==> config.mk <==
export PLATFORM = sky130hd
export DESIGN_NAME = nandb_bridge
export DESIGN_NICKNAME = d
export VERILOG_FILES = /design/src/rtl/nandb_pkg.sv /design/src/rtl/nandb_ecc.sv /design/src/rtl/nandb_ctl.sv /design/src/rtl/nandb_seq.sv /design/src/rtl/nandb_bridge.sv
export SDC_FILE = /design/constraint.sdc
export NUM_CORES = 1
export LEC_CHECK = 0
export BUFFER_PORTS_ARGS = -buffer_cell sky130_fd_sc_hd__buf_2
export CAP_MARGIN = 30
export CORE_ASPECT_RATIO = 1.25
export CORE_MARGIN = 3
export CORE_UTILIZATION = 35
export DETAILED_ROUTE_END_ITERATION = 16
export PLACE_DENSITY = 0.61
export SYNTH_ARGS = -nofsm -noshare
export SYNTH_HDL_FRONTEND = slang
export SYNTH_HIERARCHICAL = 1
export SYNTH_SLANG_ARGS = --single-unit
==> constraint.sdc <==
create_clock -name clk -period 6.9 [get_ports clk]
set_input_delay 0.69 -clock clk [delete_from_list [all_inputs] [get_ports clk]]
set_output_delay 0.69 -clock clk [all_outputs]
set_load 0.02 [all_outputs]
==> src/rtl/nandb_pkg.sv <==
package nandb_pkg;

  localparam int unsigned OFS_W = 6;

  // register offsets inside the window
  localparam logic [OFS_W-1:0] OFS_LPLO = 6'h00;
  localparam logic [OFS_W-1:0] OFS_LPHI = 6'h04;
  localparam logic [OFS_W-1:0] OFS_CPAR = 6'h08;
  localparam logic [OFS_W-1:0] OFS_CNT  = 6'h0C;
  localparam logic [OFS_W-1:0] OFS_CLR  = 6'h10;
  localparam logic [OFS_W-1:0] OFS_DATA = 6'h14;
  localparam logic [OFS_W-1:0] OFS_CTL  = 6'h18;

  // control register bit positions
  localparam int unsigned CB_CE0 = 0;
  localparam int unsigned CB_CLE = 1;
  localparam int unsigned CB_ALE = 2;
  localparam int unsigned CB_WP  = 3;
  localparam int unsigned CB_CE1 = 4;
  localparam int unsigned CB_RDY = 5;

  localparam int unsigned BYTE_W = 8;
  localparam int unsigned CP_W   = 6;

  typedef enum logic [1:0] {
    ST_IDLE  = 2'd0,
    ST_XFER1 = 2'd1,
    ST_XFER2 = 2'd2,
    ST_RESP  = 2'd3
  } seq_st_t;

  // column parity contribution of one byte
  function automatic logic [CP_W-1:0] col_fold(input logic [BYTE_W-1:0] b);
    logic [CP_W-1:0] r;
    r[0] = ^(b & 8'h55);
    r[1] = ^(b & 8'hAA);
    r[2] = ^(b & 8'h33);
    r[3] = ^(b & 8'hCC);
    r[4] = ^(b & 8'h0F);
    r[5] = ^(b & 8'hF0);
    return r;
  endfunction

  // even positions from ev, odd positions from od
  function automatic logic [BYTE_W-1:0] weave(input logic [3:0] ev, input logic [3:0] od);
    logic [BYTE_W-1:0] r;
    for (int k = 0; k < 4; k++) begin
      r[2*k]   = ev[k];
      r[2*k+1] = od[k];
    end
    return r;
  endfunction

endpackage

==> src/rtl/nandb_ecc.sv <==
module nandb_ecc
  import nandb_pkg::*;
#(
  parameter int unsigned CNT_W = 16
) (
  input  logic              clk,
  input  logic              rst_n,
  input  logic              clr,
  input  logic              dig_en,
  input  logic [BYTE_W-1:0] dig_byte,
  output logic [CP_W-1:0]   cp,
  output logic [BYTE_W-1:0] lp_a,
  output logic [BYTE_W-1:0] lp_b,
  output logic [CNT_W-1:0]  cnt
);

  logic [CP_W-1:0]   cp_n;
  logic [BYTE_W-1:0] lp_a_n, lp_b_n;
  logic [CNT_W-1:0]  cnt_n;
  logic              upd;

  assign upd = clr | dig_en;

  always_comb begin
    cp_n   = cp;
    lp_a_n = lp_a;
    lp_b_n = lp_b;
    cnt_n  = cnt;
    if (clr) begin
      cp_n   = '0;
      lp_a_n = '0;
      lp_b_n = '0;
      cnt_n  = '0;
    end else if (dig_en) begin
      cp_n = cp ^ col_fold(dig_byte);
      if (^dig_byte) begin
        lp_a_n = lp_a ^ ~cnt[BYTE_W-1:0];
        lp_b_n = lp_b ^ cnt[BYTE_W-1:0];
      end
      cnt_n = cnt + CNT_W'(1);
    end
  end

  always_ff @(posedge clk or negedge rst_n) begin
    if (!rst_n) begin
      cp   <= '0;
      lp_a <= '0;
      lp_b <= '0;
      cnt  <= '0;
    end else if (upd) begin
      cp   <= cp_n;
      lp_a <= lp_a_n;
      lp_b <= lp_b_n;
      cnt  <= cnt_n;
    end
  end

endmodule

==> src/rtl/nandb_ctl.sv <==
module nandb_ctl
  import nandb_pkg::*;
(
  input  logic              clk,
  input  logic              rst_n,
  input  logic              wr_en,
  input  logic [BYTE_W-1:0] wdata,
  output logic [BYTE_W-1:0] ctl_q,
  output logic              pin_ce0,
  output logic              pin_ce1,
  output logic              pin_cle,
  output logic              pin_ale,
  output logic              pin_wp
);

  localparam logic [BYTE_W-1:0] RDY_MASK = BYTE_W'(1) << CB_RDY;

  logic [BYTE_W-1:0] ctl_n;

  always_comb begin
    ctl_n = ctl_q;
    if (wr_en) ctl_n = wdata & ~RDY_MASK;
  end

  always_ff @(posedge clk or negedge rst_n) begin
    if (!rst_n)     ctl_q <= '0;
    else if (wr_en) ctl_q <= ctl_n;
  end

  assign pin_ce0 = ctl_q[CB_CE0];
  assign pin_ce1 = ctl_q[CB_CE1];
  assign pin_cle = ctl_q[CB_CLE];
  assign pin_ale = ctl_q[CB_ALE];
  assign pin_wp  = ctl_q[CB_WP];

endmodule

==> src/rtl/nandb_seq.sv <==
module nandb_seq
  import nandb_pkg::*;
#(
  parameter int unsigned ADDR_W = 6
) (
  input  logic              clk,
  input  logic              rst_n,
  input  logic              req,
  input  logic              req_wr,
  input  logic              req_wide,
  input  logic [ADDR_W-1:0] req_addr,
  input  logic [BYTE_W-1:0] req_wdata,
  input  logic [BYTE_W-1:0] fl_dq_in,
  input  logic              fl_rdy,
  input  logic [BYTE_W-1:0] ctl_q,
  input  logic [CP_W-1:0]   ecc_cp,
  input  logic [BYTE_W-1:0] ecc_lp_a,
  input  logic [BYTE_W-1:0] ecc_lp_b,
  input  logic [BYTE_W-1:0] ecc_cnt8,
  output logic              ack,
  output logic [31:0]       rdata,
  output logic              fl_rd_stb,
  output logic              fl_wr_stb,
  output logic [BYTE_W-1:0] fl_dq_out,
  output logic              ctl_we,
  output logic              ecc_clr,
  output logic              dig_en,
  output logic [BYTE_W-1:0] dig_byte,
  output logic              busy
);

  localparam logic [ADDR_W-1:0] A_LPLO = ADDR_W'(OFS_LPLO);
  localparam logic [ADDR_W-1:0] A_LPHI = ADDR_W'(OFS_LPHI);
  localparam logic [ADDR_W-1:0] A_CPAR = ADDR_W'(OFS_CPAR);
  localparam logic [ADDR_W-1:0] A_CNT  = ADDR_W'(OFS_CNT);
  localparam logic [ADDR_W-1:0] A_CLR  = ADDR_W'(OFS_CLR);
  localparam logic [ADDR_W-1:0] A_DATA = ADDR_W'(OFS_DATA);
  localparam logic [ADDR_W-1:0] A_CTL  = ADDR_W'(OFS_CTL);

  seq_st_t           st, st_n;
  logic              op_wr, op_wr_n;
  logic              op_wide, op_wide_n;
  logic [BYTE_W-1:0] wbyte, wbyte_n;
  logic [31:0]       rdata_n;
  logic              accept;
  logic [BYTE_W-1:0] reg_sel;

  assign accept = (st == ST_IDLE) && req;

  // register readback selection
  always_comb begin
    unique case (req_addr)
      A_LPLO:  reg_sel = weave(ecc_lp_a[3:0], ecc_lp_b[3:0]);
      A_LPHI:  reg_sel = weave(ecc_lp_a[7:4], ecc_lp_b[7:4]);
      A_CPAR:  reg_sel = {{(BYTE_W-CP_W){1'b0}}, ecc_cp};
      A_CNT:   reg_sel = ecc_cnt8;
      A_CTL:   reg_sel = ctl_q | (BYTE_W'(fl_rdy) << CB_RDY);
      default: reg_sel = '0;
    endcase
  end

  // next state
  always_comb begin
    st_n      = st;
    op_wr_n   = op_wr;
    op_wide_n = op_wide;
    wbyte_n   = wbyte;
    rdata_n   = rdata;
    fl_rd_stb = 1'b0;
    fl_wr_stb = 1'b0;
    dig_en    = 1'b0;
    dig_byte  = fl_dq_in;
    ack       = 1'b0;
    unique case (st)
      ST_IDLE: begin
        if (req) begin
          rdata_n = '0;
          if (req_addr == A_DATA) begin
            op_wr_n   = req_wr;
            op_wide_n = req_wide & ~req_wr;
            wbyte_n   = req_wdata;
            st_n      = ST_XFER1;
          end else begin
            if (!req_wr) rdata_n = {24'h0, reg_sel};
            st_n = ST_RESP;
          end
        end
      end
      ST_XFER1: begin
        dig_en = 1'b1;
        if (op_wr) begin
          fl_wr_stb = 1'b1;
          dig_byte  = wbyte;
        end else begin
          fl_rd_stb    = 1'b1;
          rdata_n[7:0] = fl_dq_in;
        end
        st_n = op_wide ? ST_XFER2 : ST_RESP;
      end
      ST_XFER2: begin
        dig_en         = 1'b1;
        fl_rd_stb      = 1'b1;
        rdata_n[23:16] = fl_dq_in;
        st_n           = ST_RESP;
      end
      ST_RESP: begin
        ack  = 1'b1;
        st_n = ST_IDLE;
      end
      default: st_n = ST_IDLE;
    endcase
  end

  assign ctl_we    = accept && req_wr && (req_addr == A_CTL);
  assign ecc_clr   = accept && req_wr && (req_addr == A_CLR);
  assign fl_dq_out = wbyte;
  assign busy      = (st != ST_IDLE);

  always_ff @(posedge clk or negedge rst_n) begin
    if (!rst_n) begin
      st      <= ST_IDLE;
      op_wr   <= 1'b0;
      op_wide <= 1'b0;
      wbyte   <= '0;
      rdata   <= '0;
    end else begin
      st      <= st_n;
      op_wr   <= op_wr_n;
      op_wide <= op_wide_n;
      wbyte   <= wbyte_n;
      rdata   <= rdata_n;
    end
  end

endmodule

==> src/rtl/nandb_bridge.sv <==
module nandb_bridge
  import nandb_pkg::*;
#(
  parameter int unsigned ADDR_W = 6,
  parameter int unsigned CNT_W  = 16
) (
  input  logic              clk,
  input  logic              rst_n,
  input  logic              req,
  input  logic              req_wr,
  input  logic              req_wide,
  input  logic [ADDR_W-1:0] req_addr,
  input  logic [7:0]        req_wdata,
  output logic              ack,
  output logic [31:0]       rdata,
  output logic              fl_ce0,
  output logic              fl_ce1,
  output logic              fl_cle,
  output logic              fl_ale,
  output logic              fl_wp,
  input  logic              fl_rdy,
  output logic [7:0]        fl_dq_out,
  input  logic [7:0]        fl_dq_in,
  output logic              fl_wr_stb,
  output logic              fl_rd_stb
);

  // reset: asserted at once, released on the clock
  logic [1:0] rst_pipe;
  logic       rst_q_n;

  always_ff @(posedge clk or negedge rst_n) begin
    if (!rst_n) rst_pipe <= 2'b00;
    else        rst_pipe <= {rst_pipe[0], 1'b1};
  end
  assign rst_q_n = rst_pipe[1];

  logic [BYTE_W-1:0] ctl_q;
  logic              ctl_we;
  logic              ecc_clr;
  logic              dig_en;
  logic [BYTE_W-1:0] dig_byte;
  logic [CP_W-1:0]   ecc_cp;
  logic [BYTE_W-1:0] ecc_lp_a, ecc_lp_b;
  logic [CNT_W-1:0]  ecc_cnt;
  logic              busy;

  nandb_ctl u_ctl (
    .clk     (clk),
    .rst_n   (rst_q_n),
    .wr_en   (ctl_we),
    .wdata   (req_wdata),
    .ctl_q   (ctl_q),
    .pin_ce0 (fl_ce0),
    .pin_ce1 (fl_ce1),
    .pin_cle (fl_cle),
    .pin_ale (fl_ale),
    .pin_wp  (fl_wp)
  );

  nandb_ecc #(.CNT_W(CNT_W)) u_ecc (
    .clk      (clk),
    .rst_n    (rst_q_n),
    .clr      (ecc_clr),
    .dig_en   (dig_en),
    .dig_byte (dig_byte),
    .cp       (ecc_cp),
    .lp_a     (ecc_lp_a),
    .lp_b     (ecc_lp_b),
    .cnt      (ecc_cnt)
  );

  nandb_seq #(.ADDR_W(ADDR_W)) u_seq (
    .clk       (clk),
    .rst_n     (rst_q_n),
    .req       (req),
    .req_wr    (req_wr),
    .req_wide  (req_wide),
    .req_addr  (req_addr),
    .req_wdata (req_wdata),
    .fl_dq_in  (fl_dq_in),
    .fl_rdy    (fl_rdy),
    .ctl_q     (ctl_q),
    .ecc_cp    (ecc_cp),
    .ecc_lp_a  (ecc_lp_a),
    .ecc_lp_b  (ecc_lp_b),
    .ecc_cnt8  (ecc_cnt[BYTE_W-1:0]),
    .ack       (ack),
    .rdata     (rdata),
    .fl_rd_stb (fl_rd_stb),
    .fl_wr_stb (fl_wr_stb),
    .fl_dq_out (fl_dq_out),
    .ctl_we    (ctl_we),
    .ecc_clr   (ecc_clr),
    .dig_en    (dig_en),
    .dig_byte  (dig_byte),
    .busy      (busy)
  );

endmodule

==> flow_summary.ini <==
[setup_path]
cp-start-kind = flip-flop
end_kind = flip-flop
crit_fanout = 32
path_cells = inv_1 -> ha_1 -> nand2_1 -> mux2_2 -> xor2_1 -> xnor2_1 -> xnor2_1 -> buf_4 -> or3_1 -> a21oi_1
critical_path.max_stage_delay_ps = 410
crit_required_ps = 7150
path_class = reg2reg
critPathArrivalTime_ps = 3280
critPathBufInv = 2
slowest_stage = dfrtp_1
crit_family = simple AND/OR/NAND/NOR gates
path_common_cell = xnor2_1

[timing]
relSlewSlack_pct = 44.0
fin_tns_setup_ps = 0
whs_ps = 129
final_max_slew_viol_count = 0
min_period_over_period_pct = 43.8
hold_violations = 0
grt_setup_unrepaired = no
setup_viol = 0
worst_pin_slew_ps = 840
worst_slack_ps = 3880
fin_crit_ps = 3020
timing.fmax_ghz = 0.331
clock_skew_ps = 5.66

[cts]
cts_hold_buf = 0
clock_path_buffers = 2
cts.sinks = 67
cts_buffers = 9
clk_pin_slew_worst_paths_ps = 60
postCtsSetupBuffers = 0
cts-root-buf = clkbuf_16
worstSkewPairLatency_ps = 340
h-tree-depth = 3
ctsResizeCount = 0
cts_tree = yes

[drt]
drtIter0Drc = 159
wirelength_um = 9480
vias = 2949
drt-vias-per-instance = 5.25
drc = 0
met1Wirelength_um = 4030
highest_layer = met4
drt_first_pass_iters = 4
final_antenna_net_count = 0
met2_length_um = 4790
wl_met3_um = 452
wl_per_cell_um = 16.9

[synth]
synthCells = 378
yosys_warnings = 6
syn_area_um2 = 3830
synth.avg_cell_area_um2 = 10.1

[placement]
port_buffers = 59
routabilityCongestion = 0.805
post-place-ws_ps = 3910
post-dp-hpwl_um = 6890

[pwr]
vdd_drop_max_mv = 0.195
p_total_w = 0.00204
p_leak_nw = 2.06
powerDensity_nw_per_um2 = 454

[die]
fp.dieH_um = 123
die_x_um = 99.6
num_rows = 42
pin_count = 76
die_area_um2 = 12300
start_util_pct = 35.9
coreArea_um2 = 10700

[worst_hold_path]
hold_path_class = in2async

[final_layout]
final_core_util_pct = 42.0
antennaDiodeCount = 0
syn_to_final_growth_pct = 16.9
nFillCells = 1040
final_nets = 458
drive_above_1_share_pct = 27.9

[global_route]
overflow = 0
antenna_found_initial = 0
grt_pass1_wl_um = 15500
track_usage_pct = 16.4
grt_max_degree = 66
grt_pass1_vias = 2866

[run_status]
status = complete, no violations

[run]
drv_cap = 0
## metal layers
| layer | up-vias | global-route usage [%] |
|---|---|---|
| met5 | - | 0 |
| li1 | 1393 | - |
| met1 | 1455 | 21.1 |
| met3 | 15 | 3.16 |
| met2 | 86 | 26.9 |
| met4 | 0 | 7.09 |
## sequential cells by signal (all words and copies together) (netlist names)
| name | flops |
|---|---|
| u_seq/rdata | 16 |
| u_ecc/cnt | 8 |
| u_ecc/lp_a | 8 |
| u_ecc/lp_b | 8 |
| u_seq/fl_dq_out | 8 |
| u_ctl/ctl_q | 7 |
| u_ecc/cp | 6 |
| rst_pipe | 2 |
| u_seq/st | 2 |
| u_seq/op_wide | 1 |
| u_seq/op_wr | 1 |
## layout make-up
type	count	area (um^2)	share of cell area, %
repair buffers	64	353	7.87
inverters	4	15.0	0.335
clock inverters	7	116	2.60
flip-flops and latches	67	1680	37.4
multi-input cells	279	1930	43.0
clock buffers	9	225	5.03
well taps	132	165	3.69
## where the power goes
part / switching [W] / internal [W]
Combinational: 0.000471 / 0.000362
Clock: 0.000174 / 0.000352
Sequential: 0.000132 / 0.000545
Total: 0.000776 / 0.00126
## metrics by stage
step	area, um^2	instances
floorplan	3890	393
global placement	4110	545
detailed placement	4110	545
CTS	4450	561
global route	4480	562
finish	4480	562
## path summary, 6_finish.rpt
check                             from            end  slack (ps)  cells past startpoint
setup / recovery           u_seq/st[1]  u_ecc/lp_b[7]        3880                     10
hold / removal                   rst_n    rst_pipe[0]         130                      1
setup reg to reg           u_seq/st[1]  u_ecc/lp_b[7]        3880                     10
hold reg to reg            rst_pipe[0]    rst_pipe[1]         360                      0
max in group asynchronous  rst_pipe[1]  u_ecc/lp_a[1]        5900                      1
min in group clk           rst_pipe[0]    rst_pipe[1]         360                      0
## layout by cell type (no fill, tap or decap), types with 6 or more instances in the layout
cell type and n:
clkbuf_16 9, mux2i_1 9, nor2_1 23, nand3_1 14
conb_1 18, nand2_1 25, o21ai_0 28, mux2_4 17
or3_1 17, a21oi_1 22, xor2_1 14, nand2b_1 12
a22o_1 8, mux2_2 10, buf_2 59, xnor2_1 13
o221a_2 6, dfrtp_1 66
Note: power is estimated with default switching activity, not from simulation.
